===== src/rtl/sram_lane_pkg.sv =====
package sram_lane_pkg;

  typedef enum logic [2:0] {
    ST_IDLE,
    ST_SETUP,
    ST_WRITE,
    ST_READ,
    ST_RECOVER
  } ctl_state_e;

  function automatic int unsigned ns_to_cyc(input int unsigned ns,
                                            input int unsigned period_ns);
    int unsigned c;
    c = (ns + period_ns - 1) / period_ns;
    if (c < 1) c = 1;
    return c;
  endfunction

  function automatic int unsigned max3(input int unsigned a,
                                       input int unsigned b,
                                       input int unsigned c);
    int unsigned m;
    m = a;
    if (b > m) m = b;
    if (c > m) m = c;
    return m;
  endfunction

endpackage


===== src/rtl/sram_phase_timer.sv =====
module sram_phase_timer #(
  parameter int unsigned CNT_W = 4
) (
  input  logic             clk_i,
  input  logic             rst_ni,
  input  logic             load_i,
  input  logic [CNT_W-1:0] len_i,
  output logic             last_o
);
  logic [CNT_W-1:0] cnt_q;

  always_ff @(posedge clk_i or negedge rst_ni) begin
    if (!rst_ni)                cnt_q <= '0;
    else if (load_i)            cnt_q <= len_i - 1'b1;
    else if (cnt_q != '0)       cnt_q <= cnt_q - 1'b1;
  end

  assign last_o = (cnt_q == '0);
endmodule


===== src/rtl/sram_turn_guard.sv =====
module sram_turn_guard #(
  parameter int unsigned TURN_CYC = 1,
  parameter int unsigned CNT_W    = 4
) (
  input  logic clk_i,
  input  logic rst_ni,
  input  logic oe_ni,
  output logic quiet_o
);
  localparam logic [CNT_W-1:0] TURN_LIM = CNT_W'(TURN_CYC);

  logic [CNT_W-1:0] hi_cnt_q;

  // counts clocks since the RAM output enable last went high, saturating
  always_ff @(posedge clk_i or negedge rst_ni) begin
    if (!rst_ni)                 hi_cnt_q <= TURN_LIM;
    else if (!oe_ni)             hi_cnt_q <= '0;
    else if (hi_cnt_q < TURN_LIM) hi_cnt_q <= hi_cnt_q + 1'b1;
  end

  assign quiet_o = (hi_cnt_q >= TURN_LIM);
endmodule


===== src/rtl/sram_lane_ctrl.sv =====
module sram_lane_ctrl
  import sram_lane_pkg::*;
#(
  parameter int unsigned ADDR_W    = 19,
  parameter int unsigned DATA_W    = 16,
  parameter int unsigned CLK_NS    = 4,
  parameter int unsigned T_AS_NS   = 0,
  parameter int unsigned T_WP_NS   = 8,
  parameter int unsigned T_AW_NS   = 8,
  parameter int unsigned T_DW_NS   = 6,
  parameter int unsigned T_WR_NS   = 0,
  parameter int unsigned T_RC_NS   = 10,
  parameter int unsigned T_AA_NS   = 10,
  parameter int unsigned T_OE_NS   = 5,
  parameter int unsigned T_OHZ_NS  = 4,
  parameter int unsigned T_CHZ_NS  = 4
) (
  input  logic              clk_i,
  input  logic              rst_ni,
  input  logic              req_valid_i,
  output logic              req_ready_o,
  input  logic              req_write_i,
  input  logic [ADDR_W-1:0] req_addr_i,
  input  logic [DATA_W-1:0] req_wdata_i,
  input  logic [1:0]        req_mask_i,
  output logic              rsp_valid_o,
  output logic [DATA_W-1:0] rsp_rdata_o,
  output logic [ADDR_W-1:0] ram_addr_o,
  output logic              ram_ce_no,
  output logic              ram_we_no,
  output logic              ram_oe_no,
  output logic              ram_lb_no,
  output logic              ram_ub_no,
  output logic [DATA_W-1:0] ram_dq_o,
  output logic              ram_dq_oe_o,
  input  logic [DATA_W-1:0] ram_dq_i
);
  localparam int unsigned LANE_W    = DATA_W / 2;
  localparam int unsigned SETUP_CYC = ns_to_cyc(T_AS_NS, CLK_NS);
  localparam int unsigned WR_CYC    = ns_to_cyc(max3(T_WP_NS, T_AW_NS, T_DW_NS), CLK_NS);
  localparam int unsigned RD_CYC    = ns_to_cyc(max3(T_RC_NS, T_AA_NS, T_OE_NS), CLK_NS);
  localparam int unsigned REC_CYC   = ns_to_cyc(T_WR_NS, CLK_NS);
  localparam int unsigned TURN_CYC  = ns_to_cyc(max3(T_OHZ_NS, T_CHZ_NS, 0), CLK_NS);
  localparam int unsigned MAX_CYC   = max3(max3(SETUP_CYC, WR_CYC, RD_CYC), REC_CYC, TURN_CYC);
  localparam int unsigned CNT_W     = $clog2(MAX_CYC + 1) + 1;

  ctl_state_e state_q, state_d;

  logic              write_q;
  logic [1:0]        mask_q;
  logic [ADDR_W-1:0] addr_q;
  logic [DATA_W-1:0] wdata_q;
  logic [DATA_W-1:0] rdata_q;
  logic              rsp_valid_q;
  logic              wr_hold_q;
  logic              accept;
  logic              empty_mask;
  logic              phase_last;
  logic              bus_quiet;
  logic              phase_load;
  logic [CNT_W-1:0]  phase_len;
  logic              access_on;
  logic [DATA_W-1:0] lane_keep;

  assign accept     = (state_q == ST_IDLE) && req_valid_i;
  assign empty_mask = (req_mask_i == 2'b00);

  always_comb begin
    state_d = state_q;
    unique case (state_q)
      ST_IDLE:    if (req_valid_i) state_d = empty_mask ? ST_RECOVER : ST_SETUP;
      ST_SETUP:   if (phase_last && (!write_q || bus_quiet))
                    state_d = write_q ? ST_WRITE : ST_READ;
      ST_WRITE:   if (phase_last) state_d = ST_RECOVER;
      ST_READ:    if (phase_last) state_d = ST_RECOVER;
      ST_RECOVER: if (phase_last) state_d = ST_IDLE;
      default:    state_d = ST_IDLE;
    endcase
  end

  always_comb begin
    unique case (state_d)
      ST_SETUP:   phase_len = CNT_W'(SETUP_CYC);
      ST_WRITE:   phase_len = CNT_W'(WR_CYC);
      ST_READ:    phase_len = CNT_W'(RD_CYC);
      ST_RECOVER: phase_len = CNT_W'(REC_CYC);
      default:    phase_len = CNT_W'(1);
    endcase
  end

  assign phase_load = (state_d != state_q);

  sram_phase_timer #(.CNT_W(CNT_W)) phase_timer_i (
    .clk_i  (clk_i),
    .rst_ni (rst_ni),
    .load_i (phase_load),
    .len_i  (phase_len),
    .last_o (phase_last)
  );

  sram_turn_guard #(.TURN_CYC(TURN_CYC), .CNT_W(CNT_W)) turn_guard_i (
    .clk_i   (clk_i),
    .rst_ni  (rst_ni),
    .oe_ni   (ram_oe_no),
    .quiet_o (bus_quiet)
  );

  always_ff @(posedge clk_i or negedge rst_ni) begin
    if (!rst_ni) state_q <= ST_IDLE;
    else         state_q <= state_d;
  end

  always_ff @(posedge clk_i or negedge rst_ni) begin
    if (!rst_ni) begin
      write_q <= 1'b0;
      mask_q  <= 2'b00;
      addr_q  <= '0;
      wdata_q <= '0;
    end else if (accept) begin
      write_q <= req_write_i;
      mask_q  <= req_mask_i;
      addr_q  <= req_addr_i;
      wdata_q <= req_wdata_i;
    end
  end

  // zero out lanes that were not requested
  generate
    for (genvar g = 0; g < 2; g++) begin : g_lane
      assign lane_keep[g*LANE_W +: LANE_W] = {LANE_W{mask_q[g]}};
    end
  endgenerate

  always_ff @(posedge clk_i or negedge rst_ni) begin
    if (!rst_ni) begin
      rsp_valid_q <= 1'b0;
      rdata_q     <= '0;
    end else if (state_q == ST_READ && phase_last) begin
      rsp_valid_q <= 1'b1;
      rdata_q     <= ram_dq_i & lane_keep;
    end else if (accept && !req_write_i && empty_mask) begin
      rsp_valid_q <= 1'b1;
      rdata_q     <= '0;
    end else begin
      rsp_valid_q <= 1'b0;
    end
  end

  always_ff @(posedge clk_i or negedge rst_ni) begin
    if (!rst_ni) wr_hold_q <= 1'b0;
    else         wr_hold_q <= (state_q == ST_WRITE);
  end

  assign access_on   = (state_q == ST_WRITE) || (state_q == ST_READ);
  assign req_ready_o = (state_q == ST_IDLE);
  assign rsp_valid_o = rsp_valid_q;
  assign rsp_rdata_o = rdata_q;
  assign ram_addr_o  = addr_q;
  assign ram_ce_no   = !access_on;
  assign ram_we_no   = !(state_q == ST_WRITE);
  assign ram_oe_no   = !(state_q == ST_READ);
  assign ram_lb_no   = !(access_on && mask_q[0]);
  assign ram_ub_no   = !(access_on && mask_q[1]);
  assign ram_dq_o    = wdata_q;
  assign ram_dq_oe_o = (state_q == ST_WRITE) || wr_hold_q;
endmodule


===== config.mk =====
export PLATFORM = sky130hd
export DESIGN_NAME = sram_lane_ctrl
export DESIGN_NICKNAME = d
export VERILOG_FILES = /design/src/rtl/sram_lane_pkg.sv /design/src/rtl/sram_phase_timer.sv /design/src/rtl/sram_turn_guard.sv /design/src/rtl/sram_lane_ctrl.sv
export SDC_FILE = /design/constraint.sdc
export NUM_CORES = 1
export LEC_CHECK = 0
export BUFFER_PORTS_ARGS = -buffer_cell sky130_fd_sc_hd__buf_2
export CORE_UTILIZATION = 40
export CTS_CLUSTER_SIZE = 24
export DETAILED_ROUTE_END_ITERATION = 8
export GPL_TIMING_DRIVEN = 1
export PLACE_DENSITY = 0.79
export SYNTH_ARGS = -nofsm -noshare
export SYNTH_HDL_FRONTEND = slang
export SYNTH_SLANG_ARGS = --single-unit

===== constraint.sdc =====
create_clock -name clk_i -period 7.2 [get_ports clk_i]
set_clock_uncertainty 0.15 [all_clocks]
set_input_delay 0.72 -clock clk_i [delete_from_list [all_inputs] [get_ports clk_i]]
set_output_delay 0.72 -clock clk_i [all_outputs]
set_load 0.02 [all_outputs]

Word level (Yosys, flattened, before mapping)
Cells that the tools add are included.

Output and inout bits: 59. Bits of input ports: 57. Register bits: 65.

$lt $le $gt $ge: 2. Add/sub/neg operators: 3. Eq/ne operators: 7. Reductions and logical operators: 25. Bitwise gates (word level): 1. Mux-type cells: 16.

Operators with widths (number): $mux 16 (2); $mux 3 (9); $and 16x16->16 (1); $eq 3x2->1 const B (4); $pmux 3 s4 (1); $logic_and 1x1->1 (7); $logic_not 1->1 (7); $logic_not 3->1 (2); $reduce_bool 2->1 (3); $pmux 2 s2 (1); $add 3x1->3 const B (1); $eq 3x1->1 const B (1); $eq 3x3->1 const B (1); $ge 3x1->1 const B (1); $logic_or 1x1->1 (3); $lt 3x1->1 const B (1); $mux 1 (3); $ne 3x3->1 (1); $reduce_bool 3->1 (1); $sub 2x1->3 const B (1); $sub 3x1->3 const B (1); $logic_not 2->1 (1); $reduce_or 2->1 (1).

Logic depth before layout (Yosys ltp)
Depth after elaboration: 9. Depth in mapped cells: 9. Gate-level depth less buffers: 9.

Cells and area by module
Synthesis repeated with hierarchy kept, for this count alone.

Cells, all modules: 230. Area total of the unflattened synthesis: 2856.5 sq um.

By module, submodules not included: sram_lane_ctrl (times used 1, seq. area each 1476.4 sq um, cells each 197, area an instance 2531.2 sq um); sram_phase_timer (times used 1, seq. area each 75.1 sq um, cells each 19, area an instance 173.9 sq um); sram_turn_guard (times used 1, seq. area each 76.3 sq um, cells each 14, area an instance 151.4 sq um).

Least setup slack after synthesis
Ideal clock, no wire load.

Path kind: reg2reg. Start point: register turn_guard_i.hi_cnt_q[1]. End point: register phase_timer_i.cnt_q[2]. Path buffers: 0. Setup time: 0.121 ns. Setup slack: 4.802 ns. Arrival: 2.127 ns. Cell stages (with the launch flop): 10. Path through: dfrtp_1 inv_1 ha_1 o41a_1 a2111oi_4 o22ai_1 o21ai_0 ha_1 nor2b_1 a22o_1.

Longest elaborated chain between the ends: 9. Elaborated cells between the ends (all ways): 12. Classes of those cells: add/sub: 1; order compare: 1; eq/ne: 3; mux: 4; reduce/logical: 3.

RTL lines: from (decl) (RTL line sram_turn_guard.sv:12) `logic [CNT_W-1:0] hi_cnt_q;`; from (signal assigned) (RTL line sram_turn_guard.sv:18) `else if (hi_cnt_q < TURN_LIM) hi_cnt_q <= hi_cnt_q + 1'b1;`; $ge 3x1->1 * (RTL line sram_turn_guard.sv:21) `assign quiet_o = (hi_cnt_q >= TURN_LIM);`; $logic_or 1x1->1 * (RTL line sram_lane_ctrl.sv:72) `ST_SETUP: if (phase_last && (!write_q || bus_quiet))`; $logic_and 1x1->1 * (RTL line sram_lane_ctrl.sv:72); $mux 3 * (RTL line sram_lane_ctrl.sv:72); $pmux 3 s4 * (RTL line sram_lane_ctrl.sv:70) `unique case (state_q)`; $eq 3x2->1 (RTL line sram_lane_ctrl.sv:82) `unique case (state_d)`; $pmux 2 s2 (RTL line sram_lane_ctrl.sv:82); $sub 2x1->3 (RTL line sram_phase_timer.sv:14) `else if (load_i) cnt_q <= len_i - 1'b1;`; $mux 3 (RTL line sram_phase_timer.sv:14); to (signal assigned) (RTL line sram_phase_timer.sv:14); to (signal assigned) (RTL line sram_phase_timer.sv:15) `else if (cnt_q != '0) cnt_q <= cnt_q - 1'b1;`; to (decl) (RTL line sram_phase_timer.sv:10) `logic [CNT_W-1:0] cnt_q;`.

Mark *: on every way between the ends. The rest lies on a longest branch, timed or not. A chain may end at the register's enable or synchronous reset.

Worst setup path after layout
Start point: register state_q[1]. End point: output ram_dq_oe_o.

Longest elaborated chain between the ends: 2.

RTL lines: from (decl) (RTL line sram_lane_ctrl.sv:47) `ctl_state_e state_q, state_d;`; from (signal assigned) (RTL line sram_lane_ctrl.sv:110) `else state_q <= state_d;`; $eq 3x2->1 (RTL line sram_lane_ctrl.sv:165) `assign ram_dq_oe_o = (state_q == ST_WRITE) || wr_hold_q;`; $logic_or 1x1->1 (RTL line sram_lane_ctrl.sv:165); to (decl) (RTL line sram_lane_ctrl.sv:35) `output logic ram_dq_oe_o,`.

No other way between the ends.

==> flow_summary_export.csv <==
group,metric,value,unit
logic_synthesis,seq_area_frac_synth,0.608,
logic_synthesis,synth_cell_type_count,36,
logic_synthesis,ys_warn_count,0,
logic_synthesis,syn_inst,192,
sta,fin_ws,4.54,ns
sta,timing.setup.tns,0,ns
drt,drt-pass1-iter-count,6,
drt,wl,5590,um
critical_path,worst_setup_path_start_kind,"flip-flop",
cts,cts_tree,"yes",
logic_synthesis,synth_edf_count,0,
drt,via_per_inst,5.14,
final_layout,layout-drive-gt1-share,0.574,
drt,num_vias,2001,
global_routing,grt_pass1_wl,9400,um
global_routing,grt_max_degree,66,
outcome,status,"finished with violations",
cts,ctsResizeCount,0,
global_routing,grt_pass1_vias,1997,
sta,rsz0062_at_grt,"false",
critical_path,crit_type,"flip-flop to output pin",
floorplan,rows,29,
logic_synthesis,synthFlopType,"dfrtp_1",
drt,postRouteAntennaNets,0,
placed_design,place_congestion,0.797,
cts,htreeDepth,3,
logic_synthesis,syn_nets,252,
hold_path,hold_start,"rsp_rdata_o[10]",
logic_synthesis,synth.cells.most_frequent,"dfrtp_1 (64), mux2_2 (38), a22o_1 (17)",
logic_synthesis,synth_area,0.00268,mm^2
placed_design,dpl_cell_area,0.00330,mm^2
final_layout,fin_util,0.545,
cts,clock-sinks,65,
sta,relSlewSlack,0.408,
power,p_leak,0.00173,uW
sta,hold_violations,0,
drt,post-route-drc-count,14,
placed_design,place_hpwl,3920,um
cts,cts_root_buffer,"clkbuf_8",
placed_design,port-buffer-count,115,
critical_path,critPathLaunch,"state_q[1]",
cts,path_clk_slew,0.08,ns
cts,cts_hold_buffers,0,
floorplan,start_util,0.417,
power,p_per_area,505,mW/mm^2
drt,wl_per_cell,14.4,um
logic_synthesis,syn_area_per_cell,13.9,um^2
critical_path,crit_path_end_kind,"output pin",
floorplan,die_area,0.00702,mm^2
final_layout,diodes,0,
power,max-vdd-ir-drop,0.228,mV
logic_synthesis,synth.top_cell.area_share,0.598,
cts,cts_buffer_depth,2,
global_routing,antenna_found_initial,0,
logic_synthesis,synth_top_area_cell,"dfrtp_1",
final_layout,nNetsFinal,367,
final_layout,area.growth.synth_to_final,30.8,%
drt,drt_iter0_drc,84,
critical_path,reg2reg_from,"turn_guard_i.hi_cnt_q[1]",
floorplan,die_h,83.8,um
sta,setup-violations-final,0,
cts,postCtsSetupBuffers,0,
logic_synthesis,async_flop_share,1.00,
floorplan,die_w,83.8,um
cts,clk_latency,0.33,ns
logic_synthesis,synth.area.top_cells,"dfrtp_1 (60%), mux2_2 (16%), a22o_1 (5.6%)",
sta,report.final.slew_viol_count,0,
critical_path,critical_path.max_fanout,12,
final_layout,fill_cells,554,
sta,worst_pin_slew,0.888,ns
final_layout,stdcell_area,0.00350,mm^2
cts,cts_buffers,9,
placed_design,dp_slack,4.58,ns
global_routing,grt_use_total,0.171,
critical_path,cp.arrival,1.79,ns
critical_path,critPathRequiredTime,6.33,ns
hold_path,hp-class,"flip-flop to flip-flop",
logic_synthesis,ys_ff_latch,65,
global_routing,grt_overflow_total,0,
sta,post-route-min-period,2.66,ns
sta,max_freq,376,MHz
floorplan,core_area,0.00642,mm^2
floorplan,ios,116,
sta,finalCritPeriodShare,0.369,
outcome,violations,"design-rule violations",
flow_run,cap_violations,0,
logic_synthesis,yosysMostFrequentCell,"dfrtp_1",
[flip-flops by register name (all words and copies together) (netlist names)]
signal and cells:
mask_q 2, phase_timer_i.cnt_q 3, ram_addr_o 19, ram_dq_o 16, rsp_rdata_o 16, rsp_valid_o 1
state_q 3, turn_guard_i.hi_cnt_q 3, wr_hold_q 1, write_q 1
[power by group]
part           internal [uW]  switching (uW)
registers                541             121
clock network            170             145
logic                    353             439
[per-layer routing]
layer | vias to the layer above | global-route usage | part of all wire
li1 | 929 | - | -
met3 | 4 | 0.0663 | 0.067
met2 | 72 | 0.273 | 0.50
met1 | 996 | 0.217 | 0.43
met4 | 0 | 0.0517 | 0.0055
met5 | - | 0 | 0
[kinds of logic after synthesis]
| family | Yosys count | share of synthesized area |
|---|---|---|
| buffers and inverters | 16 | 0.0285 |
| adder cells (fa/ha/maj) | 3 | 0.0140 |
| flip-flops | 65 | 0.608 |
| AND/OR/NAND/NOR | 31 | 0.0664 |
| AO/OA/AOI/OAI | 39 | 0.123 |
| multiplexers | 38 | 0.160 |
[through the flow]
step	hold slack (ns)	total power, uW	std cells
final	0.352	1770	389
after detailed placement	0.338	1470	373
after global routing	0.374	1890	389
after global placement	0.335	1440	373
after CTS	0.358	1790	389
after floorplan	0.274	1230	192
[layout make-up]
type	instances	area (um^2)	area share
clock inverters	6	67.6	0.0193
clock buffers	10	138	0.0393
repair buffers	116	583	0.166
multi-input cells	111	975	0.278
well taps	77	96.3	0.0275
flip-flops and latches	65	1630	0.465
inverters	4	15.0	0.00429
[critical path, stage by stage, from the launching register on]
cell and delay, ns:
dfrtp_1 0.58, nor2b_1 0.31, inv_1 0.12, nor2_1 0.16, or2_2 0.13, buf_2 0.15
[path summary, 6_finish.rpt]
path / endpoint / slack, ns / depth (start not counted)
setup reg to reg: phase_timer_i.cnt_q[2] / 4.59 / 9
hold / removal: rsp_rdata_o[10] / 0.35 / 1
min in group asynchronous: state_q[2] / 0.39 / 2
hold reg to reg: rsp_rdata_o[10] / 0.35 / 1
setup / recovery: ram_dq_oe_o / 4.54 / 5
max in group asynchronous: rsp_rdata_o[2] / 5.95 / 2
[layout by cell type, fill, tap and decap left out, types with 2 or more instances in the layout]
| cell type | count |
|---|---|
| a21oi_1 | 6 |
| a22o_1 | 17 |
| and2_1 | 2 |
| buf_2 | 115 |
| clkbuf_8 | 10 |
| clkinv_4 | 2 |
| clkinvlp_4 | 2 |
| dfrtp_1 | 64 |
| ha_1 | 3 |
| inv_1 | 4 |
| mux2_2 | 38 |
| nand2_1 | 5 |
| nand3b_1 | 2 |
| nor2_1 | 4 |
| nor2b_1 | 5 |
| nor3_1 | 3 |
| nor4_1 | 2 |
| o21a_1 | 3 |
| o21ai_0 | 3 |
| o22ai_1 | 2 |
Power figures use the tool's default switching activity.
